## src/rtl/pd_pkg.sv

```systemverilog
package pd_pkg;

    // Life cycle of one thread context
    typedef enum logic [1:0] {
        TS_FREE = 2'd0,
        TS_BUSY = 2'd1,
        TS_DONE = 2'd2
    } thr_state_e;

endpackage

```

## src/rtl/pd_slot_alloc.sv

```systemverilog
// Round-robin search for a free context, starting at a rotating pointer.
module pd_slot_alloc #(
    parameter int NT = 8,
    localparam int SLOT_W = $clog2(NT)
) (
    input  logic [NT-1:0]     free_vec,
    input  logic [SLOT_W-1:0] start,
    output logic              found,
    output logic [SLOT_W-1:0] slot
);

    logic [SLOT_W-1:0] idx;

    always_comb begin
        found = 1'b0;
        slot  = '0;
        idx   = '0;
        for (int k = 0; k < NT; k++) begin
            idx = SLOT_W'(start + SLOT_W'(k));
            if (!found && free_vec[idx]) begin
                found = 1'b1;
                slot  = idx;
            end
        end
    end

    // a grant never points at an occupied context
    always_comb begin
        if (found) begin
            p_grant_free_r2: assert (free_vec[slot]);
        end
    end

endmodule

```

## src/rtl/pd_rel_pick.sv

```systemverilog
// Chooses the lowest finished context whose sequence stamp is the head of its flow.
module pd_rel_pick #(
    parameter int NT     = 8,
    parameter int FLOW_W = 2,
    parameter int SEQ_W  = 4,
    localparam int SLOT_W = $clog2(NT),
    localparam int NFLOW  = 1 << FLOW_W
) (
    input  logic [NT-1:0]                done_vec,
    input  logic [NT-1:0][FLOW_W-1:0]    flow_vec,
    input  logic [NT-1:0][SEQ_W-1:0]     seq_vec,
    input  logic [NFLOW-1:0][SEQ_W-1:0]  head_seq,
    output logic                         found,
    output logic [SLOT_W-1:0]            slot
);

    logic [NT-1:0] elig;

    always_comb begin
        for (int i = 0; i < NT; i++) begin
            elig[i] = done_vec[i] && (seq_vec[i] == head_seq[flow_vec[i]]);
        end
    end

    always_comb begin
        found = 1'b0;
        slot  = '0;
        for (int i = NT - 1; i >= 0; i--) begin
            if (elig[i]) begin
                found = 1'b1;
                slot  = SLOT_W'(i);
            end
        end
    end

    // only a finished context can be chosen
    always_comb begin
        if (found) begin
            p_pick_done_r6: assert (done_vec[slot]);
        end
    end

endmodule

```

## src/rtl/pd_flow_seq.sv

```systemverilog
// Per-flow stamp counters: next stamp to hand out and next stamp allowed to leave.
module pd_flow_seq #(
    parameter int FLOW_W = 2,
    parameter int SEQ_W  = 4,
    parameter int NT     = 8,
    localparam int NFLOW = 1 << FLOW_W
) (
    input  logic                         clk,
    input  logic                         rst_n,
    input  logic                         asg_en,
    input  logic [FLOW_W-1:0]            asg_flow,
    output logic [SEQ_W-1:0]             asg_seq,
    input  logic                         rel_en,
    input  logic [FLOW_W-1:0]            rel_flow,
    output logic [NFLOW-1:0][SEQ_W-1:0]  head_seq
);

    typedef struct packed {
        logic [NFLOW-1:0][SEQ_W-1:0] asg;
        logic [NFLOW-1:0][SEQ_W-1:0] rel;
    } seq_st_t;

    seq_st_t seq_q, seq_d;

    always_comb begin
        seq_d = seq_q;
        if (asg_en) begin
            seq_d.asg[asg_flow] = seq_q.asg[asg_flow] + SEQ_W'(1);
        end
        if (rel_en) begin
            seq_d.rel[rel_flow] = seq_q.rel[rel_flow] + SEQ_W'(1);
        end
    end

    always_ff @(posedge clk or negedge rst_n) begin
        if (!rst_n) begin
            seq_q <= '0;
        end else begin
            seq_q <= seq_d;
        end
    end

    assign asg_seq  = seq_q.asg[asg_flow];
    assign head_seq = seq_q.rel;

    // outstanding packets of a flow never exceed the context count,
    // so stamps never alias within one flow
    for (genvar f = 0; f < NFLOW; f++) begin : g_bound
        p_outstanding_bound_r8: assert property (@(posedge clk) disable iff (!rst_n)
            int'(SEQ_W'(seq_q.asg[f] - seq_q.rel[f])) <= NT);
    end

endmodule

```

## src/rtl/pkt_thread_dispatch.sv

```systemverilog
// Packet-to-thread dispatcher: NUM_ENG engines x 4 contexts, flow-ordered release.
// NUM_ENG must be a power of two, at least 2; SEQ_W must exceed log2 of the context count.
module pkt_thread_dispatch
    import pd_pkg::*;
#(
    parameter int NUM_ENG = 2,
    parameter int FLOW_W  = 2,
    parameter int DATA_W  = 16,
    parameter int LAT_W   = 6,
    parameter int SEQ_W   = 4,
    localparam int ENG_W  = $clog2(NUM_ENG)
) (
    input  logic              clk,
    input  logic              rst_n,
    input  logic              in_valid,
    output logic              in_ready,
    input  logic [FLOW_W-1:0] in_flow,
    input  logic [DATA_W-1:0] in_data,
    input  logic [LAT_W-1:0]  in_lat,
    output logic              out_valid,
    input  logic              out_ready,
    output logic [FLOW_W-1:0] out_flow,
    output logic [SEQ_W-1:0]  out_seq,
    output logic [DATA_W-1:0] out_data,
    output logic [ENG_W-1:0]  out_eng,
    output logic [1:0]        out_ctx
);

    localparam int CTX_PER_ENG = 4;
    localparam int NT          = NUM_ENG * CTX_PER_ENG;
    localparam int SLOT_W      = $clog2(NT);
    localparam int NFLOW       = 1 << FLOW_W;

    typedef struct packed {
        thr_state_e        st;
        logic [FLOW_W-1:0] flow;
        logic [SEQ_W-1:0]  seq;
        logic [DATA_W-1:0] data;
        logic [LAT_W-1:0]  cnt;
    } thr_t;

    typedef struct packed {
        thr_t [NT-1:0]     thr;
        logic [SLOT_W-1:0] rr;
        logic              hold;
        logic [SLOT_W-1:0] hold_slot;
    } disp_st_t;

    disp_st_t q, d;

    logic [NT-1:0]               free_vec;
    logic [NT-1:0]               done_vec;
    logic [NT-1:0][FLOW_W-1:0]   flow_vec;
    logic [NT-1:0][SEQ_W-1:0]    seq_vec;
    logic [NFLOW-1:0][SEQ_W-1:0] head_seq;
    logic                        alloc_found;
    logic [SLOT_W-1:0]           alloc_slot;
    logic                        pick_found;
    logic [SLOT_W-1:0]           pick_slot;
    logic [SLOT_W-1:0]           rel_slot;
    logic [SEQ_W-1:0]            asg_seq;
    logic                        acc;
    logic                        rel_fire;

    always_comb begin
        for (int i = 0; i < NT; i++) begin
            free_vec[i] = (q.thr[i].st == TS_FREE);
            done_vec[i] = (q.thr[i].st == TS_DONE);
            flow_vec[i] = q.thr[i].flow;
            seq_vec[i]  = q.thr[i].seq;
        end
    end

    pd_slot_alloc #(.NT(NT)) u_alloc (
        .free_vec (free_vec),
        .start    (q.rr),
        .found    (alloc_found),
        .slot     (alloc_slot)
    );

    pd_rel_pick #(.NT(NT), .FLOW_W(FLOW_W), .SEQ_W(SEQ_W)) u_pick (
        .done_vec (done_vec),
        .flow_vec (flow_vec),
        .seq_vec  (seq_vec),
        .head_seq (head_seq),
        .found    (pick_found),
        .slot     (pick_slot)
    );

    pd_flow_seq #(.FLOW_W(FLOW_W), .SEQ_W(SEQ_W), .NT(NT)) u_seq (
        .clk      (clk),
        .rst_n    (rst_n),
        .asg_en   (acc),
        .asg_flow (in_flow),
        .asg_seq  (asg_seq),
        .rel_en   (rel_fire),
        .rel_flow (out_flow),
        .head_seq (head_seq)
    );

    // Handshakes; an offer that was not taken stays locked to its slot
    assign in_ready  = alloc_found;
    assign acc       = in_valid && alloc_found;
    assign rel_slot  = q.hold ? q.hold_slot : pick_slot;
    assign out_valid = q.hold || pick_found;
    assign rel_fire  = out_valid && out_ready;

    assign out_flow  = q.thr[rel_slot].flow;
    assign out_seq   = q.thr[rel_slot].seq;
    assign out_data  = q.thr[rel_slot].data;
    assign out_eng   = rel_slot[ENG_W-1:0];
    assign out_ctx   = rel_slot[SLOT_W-1:ENG_W];

    always_comb begin
        d = q;
        for (int i = 0; i < NT; i++) begin
            if (q.thr[i].st == TS_BUSY) begin
                if (q.thr[i].cnt == '0) begin
                    d.thr[i].st = TS_DONE;
                end else begin
                    d.thr[i].cnt = q.thr[i].cnt - LAT_W'(1);
                end
            end
        end
        if (rel_fire) begin
            d.thr[rel_slot].st = TS_FREE;
        end
        if (acc) begin
            d.thr[alloc_slot].st   = TS_BUSY;
            d.thr[alloc_slot].flow = in_flow;
            d.thr[alloc_slot].seq  = asg_seq;
            d.thr[alloc_slot].data = in_data;
            d.thr[alloc_slot].cnt  = in_lat;
            d.rr                   = alloc_slot + SLOT_W'(1);
        end
        d.hold      = out_valid && !out_ready;
        d.hold_slot = rel_slot;
    end

    always_ff @(posedge clk or negedge rst_n) begin
        if (!rst_n) begin
            q <= '0;
        end else begin
            q <= d;
        end
    end

    // with every context occupied, input is refused
    p_full_blocks_r2: assert property (@(posedge clk) disable iff (!rst_n)
        ($countones(free_vec) == 0) |-> !in_ready);

    // the offered packet is always the head of its flow
    p_release_in_order_r6: assert property (@(posedge clk) disable iff (!rst_n)
        out_valid |-> (out_seq == head_seq[out_flow]));

    // an offer that is not taken stays unchanged
    p_offer_stable_r9: assert property (@(posedge clk) disable iff (!rst_n)
        (out_valid && !out_ready) |=> (out_valid && $stable(out_data)
                                       && $stable(out_flow) && $stable(out_seq)));

    // the released context is free in the next cycle
    p_slot_freed_r9: assert property (@(posedge clk) disable iff (!rst_n)
        rel_fire |=> free_vec[$past(rel_slot)]);

    for (genvar g = 0; g < NT; g++) begin : g_ctx_chk
        // countdown at zero finishes on the next edge
        p_finish_r4: assert property (@(posedge clk) disable iff (!rst_n)
            (q.thr[g].st == TS_BUSY && q.thr[g].cnt == '0) |=> (q.thr[g].st == TS_DONE));
        // a running context keeps running regardless of others
        p_independent_r5: assert property (@(posedge clk) disable iff (!rst_n)
            (q.thr[g].st == TS_BUSY && q.thr[g].cnt != '0) |=> (q.thr[g].st == TS_BUSY));
        // a parked context is never handed out again
        p_parked_kept_r7: assert property (@(posedge clk) disable iff (!rst_n)
            (q.thr[g].st == TS_DONE && !(rel_fire && rel_slot == SLOT_W'(g)))
            |=> (q.thr[g].st == TS_DONE));
    end

endmodule

```

## config.mk

```make
export PLATFORM = sky130hd
export DESIGN_NAME = pkt_thread_dispatch
export DESIGN_NICKNAME = d
export VERILOG_FILES = /design/src/rtl/pd_pkg.sv /design/src/rtl/pd_slot_alloc.sv /design/src/rtl/pd_rel_pick.sv /design/src/rtl/pd_flow_seq.sv /design/src/rtl/pkt_thread_dispatch.sv
export SDC_FILE = /design/constraint.sdc
export NUM_CORES = 1
export LEC_CHECK = 0
export BUFFER_PORTS_ARGS = -buffer_cell sky130_fd_sc_hd__buf_4
export CAP_MARGIN = 20
export CORE_ASPECT_RATIO = 0.6
export CORE_MARGIN = 2
export CORE_UTILIZATION = 30
export CTS_BUF_LIST = sky130_fd_sc_hd__clkbuf_8
export DETAILED_ROUTE_END_ITERATION = 8
export PLACE_DENSITY = 0.5
export SLEW_MARGIN = 20
export SYNTH_ARGS = -nofsm -noshare
export SYNTH_HDL_FRONTEND = slang
export SYNTH_SLANG_ARGS = --single-unit
```

## constraint.sdc

```tcl
create_clock -name clk -period 4.9 [get_ports clk]
set_input_delay 0.98 -clock clk [delete_from_list [all_inputs] [get_ports clk]]
set_output_delay 0.98 -clock clk [all_outputs]
set_load 0.01 [all_outputs]
```

# After elaboration in Yosys (flattened, before gate mapping)
# Index checks and enable logic that the tools add are counted.
# Widths: inputs -> output; s select.
# word_totals
register_bits	279
latch_bits	0
ramBits	0
mem_bits_ro	0
inputBits	28
output_inout_bits	27
memories	0
# classes
addsub	18
multipliers	0
n_div	0
magnitude_cmp	24
n_eq_ne	24
shifts	0
mux	129
bitwise_logic	0
n_reduce_logical	47
# ops
operator	n
$bwmux 240	6
$demux 30 s3	6
$mux 243	1
$mux 240	1
$mux 6	17
$bmux 30 s3	1
$bmux 4 s2	10
$mux 30	2
$mux 28	2
$mux 3	17
$logic_not 6->1	8
$mux 4	12
$sub 6x1->6 const B	8
$lt 3x4->1 const B	10
$bwmux 16	2
$eq 4x4->1	8
$mux 2	16
$lt 2x3->1 const B	10
$mux 26	1
$bmux 1 s3	8
$mux 1	24
$logic_and 1x1->1	22
$mux 22	1
$demux 4 s2	2
11 further kinds	47

# Logic depth before layout (Yosys ltp)
# depth
ltp_word	35
depth_mapped	18
mapped_depth_nobuf	15

# Cells and area by module
# From an unflattened synthesis, not the netlist that was laid out.
# hier_totals
cells_unflattened	1811
area_unflattened_um2	16228.1
# modules_own_cells
module	instances	cells_each	area_per_inst_um2
pkt_thread_dispatch	1	1409	11974.0
pd_flow_seq	1	169	1878.1
pd_rel_pick	1	112	1295.0
pd_slot_alloc	1	121	1081.0

# Least setup slack after synthesis
# No wires, ideal clock.
# synth_timing
path_type	reg-to-output
start	register q (netlist bit flow_vec[10])
end	output out_data[12]
arrival_ns	3.427
t_required_ns	3.920
setup_slack_ns	0.493
stages_incl_launch_ff	15
n_path_buf	4
path_cell_list	dfrtp_1 -> buf_6 -> mux4_1 -> xor2_1 -> nor4b_4 -> o21ai_2 -> nand2b_1 -> nand4_1 -> a22o_1 -> buf_6 -> clkbuf_1 -> clkbuf_1 -> mux2i_1 -> o22ai_1 -> or2_2
# synth_between
elab_chain_len	13
# synth_rtl
item	line_no	source
from (decl)	pkt_thread_dispatch.sv:49	disp_st_t q, d;
from (signal assigned)	pkt_thread_dispatch.sv:142	q <= '0;
from (signal assigned)	pkt_thread_dispatch.sv:144	q <= d;
$bmux 4 s2	pd_rel_pick.sv:21	elig[i] = done_vec[i] && (seq_vec[i] == head_seq[flow_vec[i]]);
$mux 4 (not written as such)	pd_rel_pick.sv:21	
$eq 4x4->1	pd_rel_pick.sv:21	
$logic_and 1x1->1	pd_rel_pick.sv:21	
$mux 3 (6 in a row)	pd_rel_pick.sv:29	if (elig[i]) begin
$mux 3	pkt_thread_dispatch.sv:104	assign rel_slot = q.hold ? q.hold_slot : pick_slot;
net out_eng	pkt_thread_dispatch.sv:25	output logic [ENG_W-1:0] out_eng,
$bmux 30 s3	pkt_thread_dispatch.sv:110	assign out_data = q.thr[rel_slot].data;
$mux 28 (not written as such)	pkt_thread_dispatch.sv:110	
to (decl)	pkt_thread_dispatch.sv:24	output logic [DATA_W-1:0] out_data,
# The timed path passes the listed nets, and every way through them passes these cells. The select of a mux whose other input is x is not followed.

# Worst setup path after layout
# layout_timing
start	register u_seq.seq_q (netlist bit u_seq.head_seq[8])
end	output out_data[6]
# layout_between
elab_chain_len	15
elab_cells_between_ends	43
cone_classes	eq/ne (8); mux (27); reduce/logical (8)
# layout_rtl
item	line_no	source
from (decl)	pd_flow_seq.sv:23	seq_st_t seq_q, seq_d;
from (signal assigned)	pd_flow_seq.sv:39	seq_q <= seq_d;
$bmux 4 s2	pd_rel_pick.sv:21	
$mux 4 (not written as such)	pd_rel_pick.sv:21	
$eq 4x4->1	pd_rel_pick.sv:21	
$logic_and 1x1->1	pd_rel_pick.sv:21	
$mux 3 (7 in a row)	pd_rel_pick.sv:29	
$mux 3 *	pd_rel_pick.sv:29	
$mux 3 *	pkt_thread_dispatch.sv:104	
$bmux 30 s3 *	pkt_thread_dispatch.sv:110	
$mux 28 (not written as such) *	pkt_thread_dispatch.sv:110	
# Mark *: on every way between the ends. The rest lies on a longest branch, timed or not. The select of a mux whose other input is x is not followed.

==> flow_summary.html <==
<table>
<tr><th>Metric</th><th>Value</th></tr>
<tr><th colspan="2">STA</th></tr>
<tr><td>Setup slack after layout</td><td>-0.0601 ns</td></tr>
<tr><td>Min Tclk post-route</td><td>4.96 ns</td></tr>
<tr><td>Measured slew at the worst slew-check pin</td><td>0.948 ns</td></tr>
<tr><td>Unrepaired setup endpoints after global routing</td><td>yes</td></tr>
<tr><td>Number of max-slew violations in the final report</td><td>0</td></tr>
<tr><td>Worst Skew</td><td>0.0321 ns</td></tr>
<tr><td>Final setup viols</td><td>14</td></tr>
<tr><td>Count of endpoints failing hold in the final timing report</td><td>0</td></tr>
<tr><td>Fin crit share</td><td>101%</td></tr>
<tr><td>Timing-limited maximum frequency</td><td>202 MHz</td></tr>
<tr><td>Worst slew margin relative to its limit</td><td>36.8%</td></tr>
<tr><th colspan="2">Status</th></tr>
<tr><td>Result of the run</td><td>finished, violations left</td></tr>
<tr><td>Violated checks</td><td>setup timing</td></tr>
<tr><th colspan="2">Worst setup path</th></tr>
<tr><td>Arr. time, crit path</td><td>3.98 ns</td></tr>
<tr><td>Worst setup EP type</td><td>output port</td></tr>
<tr><td>Kind of launch point of the worst setup path</td><td>flop</td></tr>
<tr><td>Required time worst endpoint</td><td>3.92 ns</td></tr>
<tr><td>Classification of the worst setup path</td><td>flop to output port</td></tr>
<tr><td>Largest fanout on the critical path</td><td>7</td></tr>
<tr><th colspan="2">Logic synthesis</th></tr>
<tr><td>Number of warnings issued by yosys</td><td>0</td></tr>
<tr><td>Number of synthesized flops with an enable pin</td><td>0</td></tr>
<tr><td>Most used flip-flop cell after synthesis</td><td>dfrtp_1</td></tr>
<tr><td>Register bit count reported by yosys</td><td>279</td></tr>
<tr><td>Summed instance area of the synthesized netlist</td><td>0.0159 mm²</td></tr>
<tr><td>Synth Area per Inst</td><td>11.5 µm²</td></tr>
<tr><td>Number of nets in the synthesized netlist</td><td>1429</td></tr>
<tr><td>Distinct cells, synth</td><td>67</td></tr>
<tr><td>Share of synthesized flip-flops with an asynchronous set or reset</td><td>100%</td></tr>
<tr><td>Share of the yosys chip area belonging to registers</td><td>44.0%</td></tr>
<tr><td>Gate count after technology mapping</td><td>1380</td></tr>
<tr><th colspan="2">Routing</th></tr>
<tr><td>Wire per inst</td><td>21.8 µm</td></tr>
<tr><td>Antenna Nets Post-Route</td><td>0</td></tr>
<tr><td>Initial DRC Count</td><td>892</td></tr>
<tr><td>Detail-routed via count per cell</td><td>5.15</td></tr>
<tr><td>Vias post-DR</td><td>11600</td></tr>
<tr><td>Number of iterations in the first detailed-routing pass</td><td>6</td></tr>
<tr><td>Remaining DRCs</td><td>0</td></tr>
<tr><td>WL final</td><td>49.0 mm</td></tr>
<tr><th colspan="2">Clock tree</th></tr>
<tr><td>Clock slew seen by the registers of the worst setup and hold paths</td><td>0.07 ns</td></tr>
<tr><td>Inserted Clock Buffers</td><td>45</td></tr>
<tr><td>TritonCTS clock tree</td><td>built</td></tr>
<tr><td># clock sinks</td><td>279</td></tr>
<tr><td>Deepest clock path buffer count</td><td>3</td></tr>
<tr><td>Maximum level of the CTS H-tree</td><td>2</td></tr>
<tr><td>Number of hold buffers added after CTS</td><td>0</td></tr>
<tr><td>Buffer cell driving the clock tree root</td><td>clkbuf_8</td></tr>
<tr><td>Clock latency at the later pin of the worst-skew pair</td><td>0.62 ns</td></tr>
<tr><th colspan="2">Global route</th></tr>
<tr><td>Wire length of the first global-routing pass</td><td>73.8 mm</td></tr>
<tr><td>Number of global-route vias before repair</td><td>11600</td></tr>
<tr><td>Overall track demand over capacity in global routing</td><td>17.7%</td></tr>
<tr><td>Initial antenna violation count</td><td>0</td></tr>
<tr><td>Largest net degree at the start of global routing</td><td>110</td></tr>
<tr><td>Remaining global-route overflow</td><td>0</td></tr>
<tr><th colspan="2">Finish</th></tr>
<tr><td>Fraction of final layout cells with drive strength greater than 1</td><td>38.1%</td></tr>
<tr><td>Final layout net count</td><td>1556</td></tr>
<tr><td>Share of the core filled with cells</td><td>36.7%</td></tr>
<tr><td>Non-filler instance count after layout</td><td>2243</td></tr>
<tr><td>Synthesis-to-finish area growth</td><td>21.1%</td></tr>
<tr><th colspan="2">Floorplanning</th></tr>
<tr><td>Standard cell core area</td><td>0.0524 mm²</td></tr>
<tr><td>I/O pin count</td><td>55</td></tr>
<tr><td>Starting utilization of the core area</td><td>30.3%</td></tr>
<tr><td>Overall die height</td><td>182 µm</td></tr>
<tr><td>Site Rows</td><td>65</td></tr>
<tr><td>Total Die Area</td><td>0.0548 mm²</td></tr>
<tr><td>Die X-Extent</td><td>301 µm</td></tr>
<tr><th colspan="2">Power and ir drop</th></tr>
<tr><td>Power share of the clock group</td><td>18.3%</td></tr>
<tr><td>Largest voltage drop on the vdd net</td><td>0.000426 V</td></tr>
<tr><td>Switching part of the total power</td><td>38.7%</td></tr>
<tr><td>Proportion of power drawn by flip-flops and latches</td><td>36.2%</td></tr>
<tr><td>Total design power</td><td>0.0114 W</td></tr>
<tr><td>Combinational fraction of design power</td><td>45.5%</td></tr>
<tr><td>Static Leakage</td><td>8.26 nW</td></tr>
<tr><td>Net switching power figure</td><td>0.00442 W</td></tr>
<tr><td>Internal Power</td><td>0.00699 W</td></tr>
<tr><td>Total power divided by cell area</td><td>594 mW/mm²</td></tr>
<tr><th colspan="2">Place</th></tr>
<tr><td>Worst slack after detailed placement</td><td>0.171 ns</td></tr>
<tr><td>PortBufs</td><td>54</td></tr>
<tr><td>Detailed-placement wirelength estimate</td><td>32.2 mm</td></tr>
<tr><td>Inst Count DP</td><td>2116</td></tr>
<tr><td>Weighted congestion at the end of routability-driven global placement</td><td>0.902</td></tr>
<tr><th colspan="2">Job</th></tr>
<tr><td>Number of max-cap violations</td><td>0</td></tr>
<tr><th colspan="2">Hold path</th></tr>
<tr><td>Worst min-delay path class</td><td>primary input to async pin</td></tr>
</table>
==> flip-flops by register name, indices dropped and copies added, names as in the netlist <==
| signal | flops |
|---|---|
| flow_vec | 16 |
| q | 231 |
| u_seq.head_seq | 16 |
| u_seq.seq_q | 16 |
==> worst max-delay path: stages, from the launching register on <==
cell      delay, ns
dfrtp_1        0.49
mux4_2         0.51
xor2_1         0.19
nor4b_4        0.36
o21ai_2        0.15
nand3b_1       0.21
nand4_1        0.19
a22o_4         0.25
buf_12         0.19
buf_12         0.13
mux2i_1        0.20
o22ai_1        0.12
or2_4          0.26
buf_6          0.12
==> cell type report <==
class / count / area [µm²]
Tap cell: 703 / 880
Sequential cell: 279 / 7010
Clock buffer: 52 / 716
Clock inverter: 27 / 174
Inverter: 35 / 134
Timing Repair Buffer: 162 / 1690
Fill cell: 5121 / 33200
Antenna cell: 1 / 2.50
Multi-Input combinational cell: 984 / 8610
==> final timing paths <==
kind	start	endpoint	slack, ns	cells after the start
max reg2reg	u_seq.head_seq[8]	u_seq.head_seq[10]	0.16	20
min	rst_n	u_seq.seq_q[18]	0.43	1
max	u_seq.head_seq[8]	out_data[6]	-0.06	13
min reg2reg	u_seq.seq_q[20]	u_seq.seq_q[20]	0.48	1
min in group clk	u_seq.seq_q[20]	u_seq.seq_q[20]	0.48	1
max in group asynchronous	rst_n	q[185]	3.41	2
==> metal layers <==
layer	vias to the layer above	global-route usage (%)	part of all wire, %
met5	-	0	0
met4	0	3.78	1.7
met3	79	4.80	8.2
met2	399	23.7	39
met1	5838	27.8	51
li1	5246	-	-
==> repair_timing <==
item	in CTS	in global routing
setup endpoints to repair	22	23
setup buffers	31	10
pin swaps	18	29
gates resized for setup	58	55
gates cloned	7	2
==> power groups by stage <==
| stage | Combinational (W) | Clock (W) | Sequential, W |
|---|---|---|---|
| after floorplan | 0.00371 | 0 | 0.00366 |
| after global placement | 0.00486 | 0 | 0.00411 |
| after detailed placement | 0.00492 | 0 | 0.00410 |
| after CTS | 0.00508 | 0.00215 | 0.00407 |
| after global routing | 0.00564 | 0.00228 | 0.00422 |
| final | 0.00520 | 0.00209 | 0.00412 |
==> cells in the final DEF, fill, tap and decap left out, drive strengths merged, types with 4 or more instances in the layout <==
cell    count
a21o        9
a21oi      66
inv        55
nand3      11
nor4b       8
nand2      51
nand4      10
nor4        6
nor3b       6
or3         6
ha         21
xnor2      40
mux2i     144
nor2       73
or2        24
and2        6
mux4       22
o22ai      43
clkinv      5
xor2       40
or4         4
clkbuf     54
buf       159
nor3       42
nor2b      13
nand2b     13
and3       10
a22o        5
mux2      239
dfrtp     279
o21ai      41
==> per-stage QoR <==
step	cell area, µm²	setup TNS [ns]	hold slack (ns)
2_1_floorplan	15900	0	0.436
3_3_place_gp	17500	0	0.457
3_5_place_dp	17500	0	0.462
4_1_cts	18900	-0.138	0.475
5_1_grt	19200	-2.41	0.500
6_report	19200	-0.437	0.426
==> Yosys cell counts (4+ instances only) <==
cell type	instances	area, µm²
nor3b_1	6	45.0
or2_2	23	144
a21o_1	9	67.6
mux2i_1	143	1430
nor4_1	6	37.5
o22ai_1	43	269
nor2_1	72	270
xor2_1	40	350
o21ai_0	31	155
o21ai_1	4	20.0
buf_4	12	90.1
clkbuf_1	34	128
and2_1	6	37.5
and3_1	5	31.3
mux2_2	235	2650
and3_2	5	37.5
nand4_1	10	62.6
xnor2_1	40	350
buf_1	6	22.5
or4_1	4	30.0
dfrtp_1	279	6980
o21ai_2	4	35.0
buf_6	8	90.1
a21oi_1	66	330
ha_1	21	263
mux4_2	21	473
buf_2	24	120
inv_1	33	124
nand3_1	11	55.1
nand2_1	51	191
nor3_1	40	200
nor2b_1	13	81.3
nand2b_1	13	81.3
or3_1	6	37.5
==> kinds of logic (layout without fill, tap and decap cells) <==
family,count (synthesis),in the layout,share of synthesized area [%]
DFF,279,279,44.0
xor gates and xnor gates,80,80,4.42
and+or+nand+nor,289,289,9.78
AOI/OAI and AO/OA,186,189,7.14
adders and majority gates,21,21,1.66
buffers and inverters,120,276,3.70
muxes,405,405,29.3
other,0,1,0
Note: power is estimated with default switching activity, not from simulation.
